$ cat src/rtl/bpx_pkg.sv
package bpx_pkg;

  typedef enum logic [1:0] {
    SQ_IDLE  = 2'd0,
    SQ_PRIME = 2'd1,
    SQ_RUN   = 2'd2
  } seq_st_t;

  localparam int unsigned NPLANE   = 3;
  localparam int unsigned BYTE_W   = 8;
  localparam int unsigned LANE_W   = 4;   // log2 of dots per fetched byte (16)
  localparam int unsigned PL_RED   = 0;
  localparam int unsigned PL_GREEN = 1;
  localparam int unsigned PL_BLUE  = 2;

  typedef logic [NPLANE-1:0][BYTE_W-1:0] plane_set_t;

endpackage

$ cat src/rtl/bpx_seq.sv
module bpx_seq
  import bpx_pkg::*;
#(
  parameter int AW     = 14,
  parameter int MAW    = 14,
  parameter int RAW    = 5,
  parameter int CW     = 8,
  parameter int CELL_W = 6,
  parameter int XW     = CW + $clog2(CELL_W)
) (
  input  logic              clk,
  input  logic              rst_n,
  input  logic              go,
  input  logic [MAW-1:0]    ma,
  input  logic [RAW-1:0]    ra,
  input  logic [CW-1:0]     chars,
  input  logic              dd_in,
  output logic              rd_en,
  output logic [AW-1:0]     rd_addr,
  output logic              dot_act,
  output logic [LANE_W-1:0] dot_lane,
  output logic              load_byte,
  output logic              dd_line
);

  localparam int WW = MAW + RAW + 7;

  seq_st_t        st_q, st_d;
  logic [XW-1:0]  x_q, x_d;
  logic [XW-1:0]  last_q, last_d;
  logic [AW-1:0]  addr_q, addr_d;
  logic           dd_q, dd_d;
  logic           cfg_ld;
  logic           fetch;
  logic [WW-1:0]  row_wide;
  logic [AW-1:0]  base_w;
  logic [XW-1:0]  span_w;
  logic           lane_end;
  logic           at_last;

  // line base address from controller fields
  always_comb begin
    row_wide = (WW'(ma) << 1) | (WW'(ra) << 6);
    base_w   = AW'(row_wide) + AW'(2);
    span_w   = XW'(chars) * XW'(CELL_W);
  end

  assign lane_end = (x_q[LANE_W-1:0] == {LANE_W{1'b1}});
  assign at_last  = (x_q == last_q);

  // next-state
  always_comb begin
    st_d   = st_q;
    x_d    = x_q;
    last_d = last_q;
    addr_d = addr_q;
    dd_d   = dd_q;
    cfg_ld = 1'b0;
    fetch  = 1'b0;
    unique case (st_q)
      SQ_IDLE: begin
        if (go && (chars != '0)) begin
          cfg_ld = 1'b1;
          st_d   = SQ_PRIME;
          last_d = span_w - XW'(1);
          addr_d = base_w;
          dd_d   = dd_in;
          x_d    = '0;
        end
      end
      SQ_PRIME: begin
        fetch = 1'b1;
        st_d  = SQ_RUN;
        x_d   = '0;
      end
      SQ_RUN: begin
        if (lane_end && !at_last) fetch = 1'b1;
        if (at_last) st_d = SQ_IDLE;
        else         x_d  = x_q + XW'(1);
      end
      default: st_d = SQ_IDLE;
    endcase
    if (fetch) addr_d = addr_q + AW'(1);
  end

  // registers
  always_ff @(posedge clk or negedge rst_n) begin
    if (!rst_n) begin
      st_q   <= SQ_IDLE;
      x_q    <= '0;
      addr_q <= '0;
    end else begin
      st_q   <= st_d;
      x_q    <= x_d;
      addr_q <= addr_d;
    end
  end

  always_ff @(posedge clk or negedge rst_n) begin
    if (!rst_n) begin
      last_q <= '0;
      dd_q   <= 1'b0;
    end else if (cfg_ld) begin
      last_q <= last_d;
      dd_q   <= dd_d;
    end
  end

  assign rd_en     = fetch;
  assign rd_addr   = addr_q;
  assign dot_act   = (st_q == SQ_RUN);
  assign dot_lane  = x_q[LANE_W-1:0];
  assign load_byte = dot_act && (x_q[LANE_W-1:0] == '0);
  assign dd_line   = dd_q;

  // dot counter never passes the line length
  assert_x_bound_R3: assert property (@(posedge clk) disable iff (!rst_n)
    (st_q == SQ_RUN) |-> (x_q <= last_q));

  // mode stays fixed for the whole line
  assert_mode_hold_R7: assert property (@(posedge clk) disable iff (!rst_n)
    ((st_q == SQ_RUN) && ($past(st_q) == SQ_RUN)) |-> $stable(dd_q));

  // a start during a line leaves the line length untouched
  assert_busy_go_R9: assert property (@(posedge clk) disable iff (!rst_n)
    ((st_q == SQ_RUN) && go) |=> (last_q == $past(last_q)));

  // empty line request never leaves idle
  assert_empty_go_R10: assert property (@(posedge clk) disable iff (!rst_n)
    ((st_q == SQ_IDLE) && go && (chars == '0)) |=> (st_q == SQ_IDLE));

endmodule

$ cat src/rtl/bpx_hold.sv
module bpx_hold
  import bpx_pkg::*;
(
  input  logic       clk,
  input  logic       rst_n,
  input  logic       load,
  input  plane_set_t rdata,
  output plane_set_t cur
);

  plane_set_t hold_q;

  for (genvar p = 0; p < NPLANE; p++) begin : g_plane
    always_ff @(posedge clk or negedge rst_n) begin
      if (!rst_n)    hold_q[p] <= '0;
      else if (load) hold_q[p] <= rdata[p];
    end
    // the first dot of a byte uses the read port directly
    assign cur[p] = load ? rdata[p] : hold_q[p];
  end

endmodule

$ cat src/rtl/bpx_dot.sv
module bpx_dot
  import bpx_pkg::*;
(
  input  logic              clk,
  input  logic              rst_n,
  input  logic              act,
  input  logic [LANE_W-1:0] lane,
  input  logic              dd,
  input  plane_set_t        cur,
  output logic              vld,
  output logic [2:0]        rgb
);

  logic [2:0] bl, bh;
  logic       r_b, g_b, b_b;
  logic [2:0] rgb_d;
  logic       vld_q, dd_q;
  logic [2:0] rgb_q;

  always_comb begin
    bl  = 3'd7 - lane[3:1];
    bh  = 3'd7 - lane[2:0];
    b_b = cur[PL_BLUE][bl];
    if (dd) begin
      r_b = 1'b0;
      g_b = lane[3] ? cur[PL_RED][bh] : cur[PL_GREEN][bh];
    end else begin
      r_b = cur[PL_RED][bl];
      g_b = cur[PL_GREEN][bl];
    end
    rgb_d = act ? {b_b, g_b, r_b} : 3'd0;
  end

  always_ff @(posedge clk or negedge rst_n) begin
    if (!rst_n) begin
      vld_q <= 1'b0;
      rgb_q <= '0;
      dd_q  <= 1'b0;
    end else begin
      vld_q <= act;
      rgb_q <= rgb_d;
      dd_q  <= dd;
    end
  end

  assign vld = vld_q;
  assign rgb = rgb_q;

  // red channel dark on dense lines
  assert_dense_red_R6: assert property (@(posedge clk) disable iff (!rst_n)
    (vld_q && dd_q) |-> (rgb_q[0] == 1'b0));

endmodule

$ cat src/rtl/planar_dot_gen.sv
module planar_dot_gen
  import bpx_pkg::*;
#(
  parameter int AW     = 14,
  parameter int MAW    = 14,
  parameter int RAW    = 5,
  parameter int CW     = 8,
  parameter int CELL_W = 6
) (
  input  logic            clk,
  input  logic            rst_ni,
  input  logic            line_go,
  input  logic [MAW-1:0]  line_ma,
  input  logic [RAW-1:0]  line_ra,
  input  logic [CW-1:0]   line_chars,
  input  logic            dd_sel,
  output logic            plane_rd_en,
  output logic [AW-1:0]   plane_rd_addr,
  input  logic [7:0]      plane_r_data,
  input  logic [7:0]      plane_g_data,
  input  logic [7:0]      plane_b_data,
  output logic            pix_valid,
  output logic [2:0]      pix_rgb
);

  localparam int XW = CW + $clog2(CELL_W);

  logic [1:0]        rs_q;
  logic              rst_n;
  logic              dot_act;
  logic [LANE_W-1:0] dot_lane;
  logic              load_byte;
  logic              dd_line;
  plane_set_t        rdata;
  plane_set_t        cur;

  // reset: asserted at once, released on the clock
  always_ff @(posedge clk or negedge rst_ni) begin
    if (!rst_ni) rs_q <= 2'b00;
    else         rs_q <= {rs_q[0], 1'b1};
  end
  assign rst_n = rs_q[1];

  always_comb begin
    rdata[PL_RED]   = plane_r_data;
    rdata[PL_GREEN] = plane_g_data;
    rdata[PL_BLUE]  = plane_b_data;
  end

  bpx_seq #(
    .AW(AW), .MAW(MAW), .RAW(RAW), .CW(CW), .CELL_W(CELL_W), .XW(XW)
  ) u_seq (
    .clk       (clk),
    .rst_n     (rst_n),
    .go        (line_go),
    .ma        (line_ma),
    .ra        (line_ra),
    .chars     (line_chars),
    .dd_in     (dd_sel),
    .rd_en     (plane_rd_en),
    .rd_addr   (plane_rd_addr),
    .dot_act   (dot_act),
    .dot_lane  (dot_lane),
    .load_byte (load_byte),
    .dd_line   (dd_line)
  );

  bpx_hold u_hold (
    .clk   (clk),
    .rst_n (rst_n),
    .load  (load_byte),
    .rdata (rdata),
    .cur   (cur)
  );

  bpx_dot u_dot (
    .clk   (clk),
    .rst_n (rst_n),
    .act   (dot_act),
    .lane  (dot_lane),
    .dd    (dd_line),
    .cur   (cur),
    .vld   (pix_valid),
    .rgb   (pix_rgb)
  );

  // black whenever no dot is shown
  assert_black_gap_R8: assert property (@(posedge clk) disable iff (!rst_n)
    !pix_valid |-> (pix_rgb == 3'd0));

  // reads never in consecutive cycles
  assert_read_gap_R8: assert property (@(posedge clk) disable iff (!rst_n)
    plane_rd_en |=> !plane_rd_en);

  // a read in a line is followed by a dot stream
  assert_read_then_dot_R4: assert property (@(posedge clk) disable iff (!rst_n)
    (plane_rd_en && !dot_act) |=> dot_act);

endmodule

$ cat config.mk
export PLATFORM = sky130hd
export DESIGN_NAME = planar_dot_gen
export DESIGN_NICKNAME = d
export VERILOG_FILES = /design/src/rtl/bpx_pkg.sv /design/src/rtl/bpx_seq.sv /design/src/rtl/bpx_hold.sv /design/src/rtl/bpx_dot.sv /design/src/rtl/planar_dot_gen.sv
export SDC_FILE = /design/constraint.sdc
export NUM_CORES = 1
export LEC_CHECK = 0
export CELL_PAD_IN_SITES_DETAIL_PLACEMENT = 0
export CELL_PAD_IN_SITES_GLOBAL_PLACEMENT = 1
export CORE_MARGIN = 2
export CORE_UTILIZATION = 40
export CTS_CLUSTER_DIAMETER = 40
export DETAILED_ROUTE_END_ITERATION = 6
export PLACE_DENSITY = 0.83
export SLEW_MARGIN = 10
export SYNTH_ARGS = -nofsm -noshare
export SYNTH_HDL_FRONTEND = slang
export SYNTH_SLANG_ARGS = --single-unit
$ cat constraint.sdc
create_clock -name clk -period 5.9 [get_ports clk]
set_clock_uncertainty 0.1 [all_clocks]
set_input_delay 1.18 -clock clk [delete_from_list [all_inputs] [get_ports clk]]
set_output_delay 1.18 -clock clk [all_outputs]
set_load 0.01 [all_outputs]
# Word-level counts from Yosys, hierarchy flattened
# Index checks and enable logic that the tools add are counted.
dict set report totals {
  regBits 69
  inputBits 55
  out_inout_bits 19
  wordCells 72
}
dict set report op_classes {
  add_sub_neg 6
  multipliers 1
  n_lt_le_gt_ge 2
  n_eq_ne 7
  muxes 30
  bitwise_logic 1
  n_reduce_logical 14
}
# cell n
set ops {}
lappend ops {{$mux 14} 3}
lappend ops {{$pmux 11 s3} 1}
lappend ops {{$mux 8} 3}
lappend ops {{$mux 11} 2}
lappend ops {{$bmux 1 s3} 5}
lappend ops {{$add 14x1->14 const B} 1}
lappend ops {{$add 14x2->14 const B} 1}
lappend ops {{$or 14x11->14} 1}
lappend ops {{$add 11x1->11 const B} 1}
lappend ops {{$eq 11x11->1} 1}
lappend ops {{$mux 1} 11}
lappend ops {{$sub 11x1->11 const B} 1}
lappend ops {{$mul 8x2->10 const B} 1}
lappend ops {{$lt 3x4->1 const B} 2}
lappend ops {{$reduce_bool 8->1} 1}
lappend ops {{$pmux 2 s3} 1}
lappend ops {{$reduce_and 3->1} 2}
lappend ops {{$sub 3x3->3 const A} 2}
lappend ops {{$eq 4x4->1 const B} 1}
lappend ops {{$logic_not 4->1} 1}
lappend ops {{$mux 2} 2}
lappend ops {{$ne 2x1->1 const B} 2}
lappend ops {{$reduce_and 2->1} 2}
lappend ops {{$reduce_bool 2->1} 2}
lappend ops {{other kinds (9)} 11}

# Longest topological paths before layout
# Gate-level depths: netlist of run 1.
dict set report logic_depth {
  word_depth 8
  mapped_depth 10
  depth_no_buf 8
}

# Hierarchy
# A second synthesis of run 1 with hierarchy kept.
dict set report hier_totals {
  cells_unflattened 437
  hier_area_um2 4625.7
}
# mod instances cells_per_inst area_per_inst_um2 seq_area_each_um2
set modules_own_cells {}
lappend modules_own_cells {bpx_seq 1 343 3080.5 975.9}
lappend modules_own_cells {bpx_hold 1 51 997.2 600.6}
lappend modules_own_cells {bpx_dot 1 40 494.2 100.1}
lappend modules_own_cells {planar_dot_gen 1 3 53.8 50.0}

# Worst setup path before layout of run 1
# No wires, ideal clock.
dict set report synth_timing {
  kind {input to register}
  startpoint {input line_chars[0]}
  endpoint {register u_seq.last_q[10]}
  setup_ns 0.095
  arrival_ns 3.454
  t_required_ns 5.705
  slack_ns 2.251
  cell_stages 8
  path_buffers 0
  path_cell_list {ha_1 -> fa_1 -> a211oi_1 -> nor2_1 -> xor2_1 -> or4_4 -> o31a_1 -> o31ai_1}
}
dict set report synth_between {
  elab_chain_len 5
  elab_cells_between_ends 7
  classes_between {1 x add/sub; 1 x mul; 2 x mux; 3 x reduce/logical}
}
# element line_no
set synth_lines {}
lappend synth_lines {{from (decl)} planar_dot_gen.sv:15} ;# input logic [CW-1:0] line_chars,
lappend synth_lines {{parallel branches: the longest is 5 deep, another holds $sub 11x1->11} n/a}
lappend synth_lines {{to (signal assigned)} bpx_seq.sv:104} ;# last_q <= last_d;
lappend synth_lines {{to (decl)} bpx_seq.sv:30} ;# logic [XW-1:0] last_q, last_d;
# Several ways; the timed one is not identified.
# A chain may end at the register's enable or synchronous reset.

# Worst setup path after layout of run 1
dict set report layout_timing {
  startpoint {register u_seq.x_q[1]}
  endpoint {output plane_rd_en}
}
dict set report layout_between {
  elab_chain_len 5
  elab_cells_between_ends 6
  classes_between {2 x eq/ne; 2 x mux; 2 x reduce/logical}
}
# element line_no
set layout_lines {}
lappend layout_lines {{from (decl)} bpx_seq.sv:29} ;# logic [XW-1:0] x_q, x_d;
lappend layout_lines {{from (signal assigned)} bpx_seq.sv:90} ;# x_q <= '0;
lappend layout_lines {{from (signal assigned)} bpx_seq.sv:94} ;# x_q <= x_d;
lappend layout_lines {{$eq 11x11->1} bpx_seq.sv:49} ;# assign at_last = (x_q == last_q);
lappend layout_lines {{$logic_not 1->1} bpx_seq.sv:77} ;# if (lane_end && !at_last) fetch = 1'b1;
lappend layout_lines {{$logic_and 1x1->1 *} bpx_seq.sv:77}
lappend layout_lines {{$mux 1 *} bpx_seq.sv:77}
lappend layout_lines {{$pmux 1 s2 *} bpx_seq.sv:60} ;# unique case (st_q)
lappend layout_lines {{to (decl)} planar_dot_gen.sv:17} ;# output logic plane_rd_en,
# Mark *: on every way between the ends. The rest lies on a longest branch, timed or not.

==> run summary, run 1 <==
CLOCK NETWORK
---------------------------------------------------------------------------------
Clock tree buffer depth                                                         2
CTS tree                                                                    built
Post-CTS Repair Setup Buffers                                                   0
Clock transition at the registers of the reported paths                     80 ps
Post-CTS resize count                                                           0
Inserted Clock Buffers                                                          9
Insertion delay of the later-clocked pin in the worst-skew pair            360 ps
Deepest level of the CTS H-tree                                                 3
Clock tree root driver cell                                          sky130_fd_sc_hd__clkbuf_8
Hold buffer count at cts                                                        0
Number of sinks driven by the clock tree                                       69

ROUTE
---------------------------------------------------------------------------------
Starting DRT DRC Count                                                        209
Number of optimization iterations in the first detailed-route pass              4
Count of antenna-violating nets left after detailed routing                     0
Average routed wire per standard cell                                     15.5 um
Number of remaining DRC errors                                                  0
Total Routed Length                                                      10500 um
Vias                                                                         3727
Via-to-Cell Ratio                                                            5.52

MIN PATH
---------------------------------------------------------------------------------
Worst min path class                                                 register to register

POWER AND IR DROP
---------------------------------------------------------------------------------
Highest ir drop seen on vdd                                            0.000217 V
Static power due to leakage                                               2.30 nW
Total power of the final layout                                           2.24 mW
PwrDens                                                               408 mW/mm^2

FLOORPLAN
---------------------------------------------------------------------------------
Die width                                                                  109 um
FP Rows                                                                        38
Area enclosed by the die boundary                                    0.0119 sq mm
Ports placed on the boundary                                                   74
Initial core utilization                                                    0.410
Area inside the core boundary                                        0.0108 sq mm
Die span in y                                                              109 um

FINAL LAYOUT
---------------------------------------------------------------------------------
Nets                                                                          607
Sequential cell area                                                 0.00173 sq mm
Number of antenna repair diodes                                                 0
Finished Core Util                                                          0.510
Number of fillers in the final layout                                         997
Area growth from synthesis to final layout                                  24.5%
Final std cells w/o fill                                                      675
Final instance area                                                  0.00551 sq mm
Share of layout cells above drive strength 1                                0.121
Footprint of the multi-input gates                                   0.00256 sq mm

CRITICAL PATH
---------------------------------------------------------------------------------
Arrival time worst endpoint                                               3510 ps
Crit path launch type                                                    register
Worst path slowest cell                                              sky130_fd_sc_hd__dfrtp_1
Crit path buffers/inverters                                                     2
Delay of the slowest cell on the worst path                                850 ps
Worst endpoint required time                                              4620 ps
Critical path endpoint category                                       output port
Worst Path Max Fanout                                                          23
Kind of cell with the highest combined delay on the critical path    buffers and inverters
Register-to-Register Setup Slack                                          2690 ps
Category of the critical setup timing path                           register to output port
Crit-path cells                                                      ha_1 -> and3_1 -> and3_1 -> a22o_1 -> nor2_2 -> inv_1 -> clkdlybuf4s50_1
Most frequent cell on the critical path                              sky130_fd_sc_hd__and3_1

PLACE
---------------------------------------------------------------------------------
Setup WS pre-CTS                                                          1460 ps
Area post-placement                                                  0.00528 sq mm
Placed Instances                                                              659
Placed wire-length estimate after detailed placement                      7630 um
RePlAce Congestion                                                          0.837
PortBufs                                                                       72

TIMING
---------------------------------------------------------------------------------
Max transition margin                                                       0.438
Slew at the pin with the worst max-slew slack                              841 ps
Min Clock Period, post-route                                              4790 ps
Max frequency                                                             209 MHz
Final worst slack                                                         1110 ps
Setup violation total in the final timing report                                0
Final hold vios                                                                 0
Setup tns final                                                              0 ps
Share of the clock period used by the worst path after layout               0.812
Unrepaired setup endpoints after global routing                             false
Worst slack on hold paths                                                  258 ps
Final slew viol count                                                           0

LOGIC SYNTHESIS
---------------------------------------------------------------------------------
Count of yosys warnings during synthesis                                        0
Most used flip-flop cell after synthesis                             sky130_fd_sc_hd__dfrtp_1
Area fraction of the dominant cell type after synthesis                     0.390
EDFF count, synth                                                               0
Synth unique cells                                                             64
Cell count after synthesis                                                    463
Cell accounting for the most synthesized area                        sky130_fd_sc_hd__dfrtp_1
Post-synth design cell area                                          0.00442 sq mm
Cell types with the largest area share after synthesis               sky130_fd_sc_hd__dfrtp_1, sky130_fd_sc_hd__mux2_2, sky130_fd_sc_hd__ha_1
Register bit count reported by yosys                                           69
Sequential cell area fraction in the yosys report                           0.390
Post-Synthesis Mean Instance Area                                      9.56 sq um
Mapped Nets                                                                   540
Synth async-reset ratio                                                      1.00

GRT
---------------------------------------------------------------------------------
Total congestion overflow after global routing                                  0
Via count of the first global-routing pass                                   3655
Global Route met1 Usage                                                     0.240
Gr usage total                                                              0.184
Gr busiest metal                                                             met2
Largest net degree at the start of global routing                              68
Antenna violations before repair                                                0
Met2 Use GR                                                                 0.303
Global-route wire length before repair                                   17200 um
Met3 demand-to-capacity share in global routing                            0.0496

RUN STATUS
---------------------------------------------------------------------------------
Outcome                                                              finished clean

FLOW RUN
---------------------------------------------------------------------------------
Max_cap viols                                                                   0

state kept, by name, indices dropped and copies added, names as in the netlist:
signal,count
u_seq.last_q,11
u_seq.dd_line,1
u_seq.st_q,2
u_dot.rgb,3
u_seq.rd_addr,14
rs_q,2
u_seq.x_q,11
u_hold.hold_q,24
u_dot.vld,1
worst reg2reg max path, delay by kind of cell, from the launching register on:
kind	cells	cell delay (ps)
AND/OR/NAND/NOR	4	1080
flip-flops	1	670
AO/OA/AOI/OAI	2	480
buffers and inverters	1	420
adder cells (fa/ha/maj)	1	370
synth_stat cells, drive strengths merged (4+ instances only):
| master | number |
|---|---|
| nor3 | 15 |
| mux2 | 28 |
| inv | 19 |
| and3 | 10 |
| ha | 21 |
| clkbuf | 13 |
| buf | 6 |
| or3 | 6 |
| nand3 | 16 |
| xor2 | 12 |
| xnor2 | 19 |
| dfrtp | 69 |
| o21a | 4 |
| mux4 | 5 |
| nor2 | 39 |
| o21ai | 35 |
| o22ai | 4 |
| nor4 | 5 |
| nand2 | 38 |
| mux2i | 7 |
| a211oi | 7 |
| nand4 | 9 |
| a21oi | 15 |
cell families after synthesis:
family / share of synthesized area
AND/OR/NAND/NOR: 0.179
AO/OA/AOI/OAI: 0.157
flip-flops: 0.390
multiplexers: 0.113
buffers and inverters: 0.0354
XOR/XNOR: 0.0614
adder cells (fa/ha/maj): 0.0639
other: 0.000848
path summary, 6_finish.rpt:
check	startpoint	to	depth (start not counted)
worst max-delay path	u_seq.x_q[1]$_DFFE_PN0P_	plane_rd_en	7
worst min-delay path	rs_q[0]$_DFF_PN0_	rs_q[1]$_DFF_PN0_	0
worst max register to register	u_seq.x_q[1]$_DFFE_PN0P_	u_seq.rd_addr[9]$_DFFE_PN0P_	8
worst min register to register	rs_q[0]$_DFF_PN0_	rs_q[1]$_DFF_PN0_	0
max in group asynchronous	rst_ni	rs_q[1]$_DFF_PN0_	1
min in group asynchronous	rs_q[1]$_DFF_PN0_	u_hold.hold_q[8]$_DFF_PN0_	1
power breakdown:
| part | internal [mW] | switching [mW] |
|---|---|---|
| clock | 0.262 | 0.177 |
| sequential | 0.661 | 0.159 |
| combinational | 0.514 | 0.471 |
cells in the final DEF (no fill, tap or decap), types with 5 or more instances in the layout:
| master | synthesis | layout |
|---|---|---|
| sky130_fd_sc_hd__a211oi_1 | 7 | 7 |
| sky130_fd_sc_hd__a21oi_1 | 15 | 15 |
| sky130_fd_sc_hd__and3_1 | 10 | 10 |
| sky130_fd_sc_hd__clkbuf_8 | 0 | 11 |
| sky130_fd_sc_hd__clkdlybuf4s50_1 | 0 | 72 |
| sky130_fd_sc_hd__dfrtp_1 | 69 | 68 |
| sky130_fd_sc_hd__ha_1 | 21 | 21 |
| sky130_fd_sc_hd__inv_1 | 19 | 19 |
| sky130_fd_sc_hd__mux2_2 | 28 | 28 |
| sky130_fd_sc_hd__mux2i_1 | 7 | 7 |
| sky130_fd_sc_hd__mux4_2 | 5 | 5 |
| sky130_fd_sc_hd__nand2_1 | 37 | 37 |
| sky130_fd_sc_hd__nand3_1 | 16 | 16 |
| sky130_fd_sc_hd__nand4_1 | 9 | 9 |
| sky130_fd_sc_hd__nor2_1 | 38 | 38 |
| sky130_fd_sc_hd__nor3_1 | 15 | 15 |
| sky130_fd_sc_hd__nor4_1 | 5 | 5 |
| sky130_fd_sc_hd__o21ai_0 | 35 | 35 |
| sky130_fd_sc_hd__or3_1 | 5 | 5 |
| sky130_fd_sc_hd__xnor2_1 | 19 | 19 |
| sky130_fd_sc_hd__xor2_1 | 12 | 12 |
final cells by class:
cell class / count / share of cell area
inverter: 21 / 0.0143
tap: 140 / 0.0318
timing repair buffer: 75 / 0.135
clock buffer: 13 / 0.0289
sequential: 69 / 0.314
multi-input combinational: 354 / 0.464
clock inverter: 3 / 0.0123
routing by layer:
| layer | routed length [um] | up-vias | part of all wire |
|---|---|---|---|
| li1 | - | 1824 | - |
| met2 | 5050 | 66 | 0.48 |
| met3 | 477 | 9 | 0.046 |
| met5 | 0 | - | 0 |
| met1 | 4840 | 1828 | 0.46 |
| met4 | 102 | 0 | 0.0097 |
(Power assumes the default switching activity.)
==> run 2, diff against run 1 <==
==> constraint.sdc (replaced) <==
create_clock -name clk -period 4.6 [get_ports clk]
set_clock_uncertainty 0.1 [all_clocks]
set_input_delay 0.92 -clock clk [delete_from_list [all_inputs] [get_ports clk]]
set_output_delay 0.92 -clock clk [all_outputs]
set_load 0.01 [all_outputs]
==> run summary, run 2 (synthesized netlist as in run 1, its figures left out) <==
CLOCK NETWORK
----------------------------------------------------------------------------------
Clock tree root driver cell                                           sky130_fd_sc_hd__clkbuf_8
Number of sinks driven by the clock tree                                        69   unchanged
Inserted Clock Buffers                                                           9   unchanged
Clock transition at the registers of the reported paths                      70 ps   about the same
Clock tree buffer depth                                                          2   unchanged
Post-CTS resize count                                                            0   unchanged
CTS tree                                                                     built
Deepest level of the CTS H-tree                                                  3   unchanged
Hold buffer count at cts                                                         0   unchanged
Insertion delay of the later-clocked pin in the worst-skew pair             360 ps   about the same
Post-CTS Repair Setup Buffers                                                    0   unchanged

PLACE
----------------------------------------------------------------------------------
Area post-placement                                                   0.00531 sq mm   +0.57%
Placed Instances                                                               663   +0.61%
Setup WS pre-CTS                                                            419 ps   -1040 ps
PortBufs                                                                        72   unchanged
Placed wire-length estimate after detailed placement                       7710 um   +1.0%
RePlAce Congestion                                                           0.847   +1.2%

TIMING
----------------------------------------------------------------------------------
Final hold vios                                                                  0   unchanged
Final slew viol count                                                            0   unchanged
Min Clock Period, post-route                                               3820 ps
Worst slack on hold paths                                                   257 ps   -0.571 ps
Share of the clock period used by the worst path after layout                0.830
Max transition margin                                                        0.434   -0.00355
Setup tns final                                                               0 ps   unchanged
Unrepaired setup endpoints after global routing                              false
Slew at the pin with the worst max-slew slack                               849 ps   +7.68 ps
Setup violation total in the final timing report                                 0   unchanged
Max frequency                                                              262 MHz
Final worst slack                                                           784 ps   -326 ps

CRITICAL PATH
----------------------------------------------------------------------------------
Crit path launch type                                                   input port
Kind of cell with the highest combined delay on the critical path     compound AO/OA/AOI/OAI gates
Length in cells of the worst reg-to-reg path                                    10   +2
Category of the critical setup timing path                            input port to register
Arrival time worst endpoint                                                3980 ps   +470 ps
Setup crit start                                                      line_chars[0]
Startpoint of the lowest-slack register-to-register path              u_seq.x_q[1]$_DFFE_PN0P_
Register-to-Register Setup Slack                                           1580 ps   -1110 ps
Crit path buffers/inverters                                                      1   -1
Worst endpoint required time                                               4760 ps   +140 ps
Crit-path cells                                                       clkdlybuf4s50_1 -> ha_1 -> fa_1 -> a211oi_1 -> nor2_1 -> xor2_1 -> or4_4 -> o31a_1 -> o31ai_1
Critical path endpoint category                                           register
Worst Path Max Fanout                                                            6   -74%
Worst path slowest cell                                               sky130_fd_sc_hd__or4_4
Delay of the slowest cell on the worst path                                 570 ps   -280 ps
Worst reg2reg path endpoint                                           u_dot.rgb[1]$_DFF_PN0_

FINAL LAYOUT
----------------------------------------------------------------------------------
Area growth from synthesis to final layout                                   25.0%
Flip-flop count of the largest register, all copies and words added             24   unchanged
Most common library cell in the layout ignoring fill and taps         sky130_fd_sc_hd__clkdlybuf4s50_1
Nets                                                                           611   +0.66%
Sequential cell area                                                  0.00173 sq mm   unchanged
Footprint of the multi-input gates                                    0.00256 sq mm   unchanged
Number of antenna repair diodes                                                  0   unchanged
Register with the highest flop count                                  u_hold.hold_q
Final std cells w/o fill                                                       679   +0.59%
Most used cells in the layout excluding fill and tap cells            sky130_fd_sc_hd__clkdlybuf4s50_1, sky130_fd_sc_hd__dfrtp_1, sky130_fd_sc_hd__nor2_1
Share of layout cells above drive strength 1                                 0.126   +0.00466
Final instance area                                                   0.00553 sq mm   +0.39%
Number of fillers in the final layout                                         1052   +5.5%

RUN STATUS
----------------------------------------------------------------------------------
Outcome                                                               finished clean

FLOW RUN
----------------------------------------------------------------------------------
Max_cap viols                                                                    0   unchanged

POWER AND IR DROP
----------------------------------------------------------------------------------
PwrDens                                                                522 mW/mm^2   +28%
Highest ir drop seen on vdd                                             0.000278 V   +28%
Static power due to leakage                                                2.32 nW   +0.77%

ROUTE
----------------------------------------------------------------------------------
Starting DRT DRC Count                                                         204   -2.4%
Vias                                                                          3747   +0.54%
Number of remaining DRC errors                                                   0   unchanged
Via-to-Cell Ratio                                                             5.52   about the same
Number of optimization iterations in the first detailed-route pass               4   unchanged
Average routed wire per standard cell                                      15.7 um   +0.89%
Total Routed Length                                                       10600 um   +1.5%
Count of antenna-violating nets left after detailed routing                      0   unchanged

MIN PATH
----------------------------------------------------------------------------------
WHS Path Cells                                                                   0   unchanged
Hold wc startpoint                                                    rs_q[0]$_DFF_PN0_
Worst min path class                                                  register to register
Worst-case hold path end point                                        rs_q[1]$_DFF_PN0_

GRT
----------------------------------------------------------------------------------
Largest net degree at the start of global routing                               68   unchanged
Global-route wire length before repair                                    17600 um   +1.9%
Antenna violations before repair                                                 0   unchanged
Gr usage total                                                               0.186   +0.00262
Via count of the first global-routing pass                                    3610   -1.2%
Total congestion overflow after global routing                                   0   unchanged

FLOORPLAN
----------------------------------------------------------------------------------
Die span in y                                                               109 um   unchanged
FP Rows                                                                         38   unchanged
Area inside the core boundary                                         0.0108 sq mm   unchanged
Die width                                                                   109 um   unchanged
Area enclosed by the die boundary                                     0.0119 sq mm   unchanged
Ports placed on the boundary                                                    74   unchanged
Initial core utilization                                                     0.410   unchanged

[run 2: changes by cell type in the layout (fill, tap and decap cells not counted), sizes merged]
cell | previous run | this run
buf | 3 | 7
clkinvlp | 1 | 0
clkinv | 2 | 3
[run 2: layout make-up]
cell class	count	area share
Clock buffer	13	0.0269
Clock inverter	3	0.0124
Multi-Input combinational cell	354	0.462
Inverter	21	0.0143
Tap cell	140	0.0317
Timing Repair Buffer	79	0.140
Sequential cell	69	0.313
[run 2: worst max path at each step]
stage | to | slack, ps | depth (start not counted)
after floorplan | u_seq.last_q[10]$_DFFE_PN0P_ | 1210 | 8
after global placement | u_seq.last_q[10]$_DFFE_PN0P_ | 450 | 9
after detailed placement | u_seq.last_q[10]$_DFFE_PN0P_ | 420 | 9
after CTS | u_seq.last_q[10]$_DFFE_PN0P_ | 790 | 9
after global routing | u_seq.last_q[10]$_DFFE_PN0P_ | 610 | 9
final | u_seq.last_q[10]$_DFFE_PN0P_ | 780 | 9
[run 2: layer usage]
layer  global-route usage  vias up  wire [um]
li1                     -     1831          -
met1                0.248     1827       4930
met2                0.305       79       5030
met3               0.0395       10        574
met4               0.0579        0         94
met5                    0        -          0
[run 2: through the flow]
step,util,power (mW)
3_5_place_dp,0.492,2.34
3_3_place_gp,0.492,2.30
6_report,0.512,2.89
4_1_cts,0.512,2.92
2_1_floorplan,-,1.88
5_1_grt,0.512,3.11
[run 2: where the power goes]
part,leakage (nW),internal (mW),switching (mW)
clock network,0.108,0.322,0.226
logic,1.38,0.675,0.620
registers,0.835,0.848,0.197
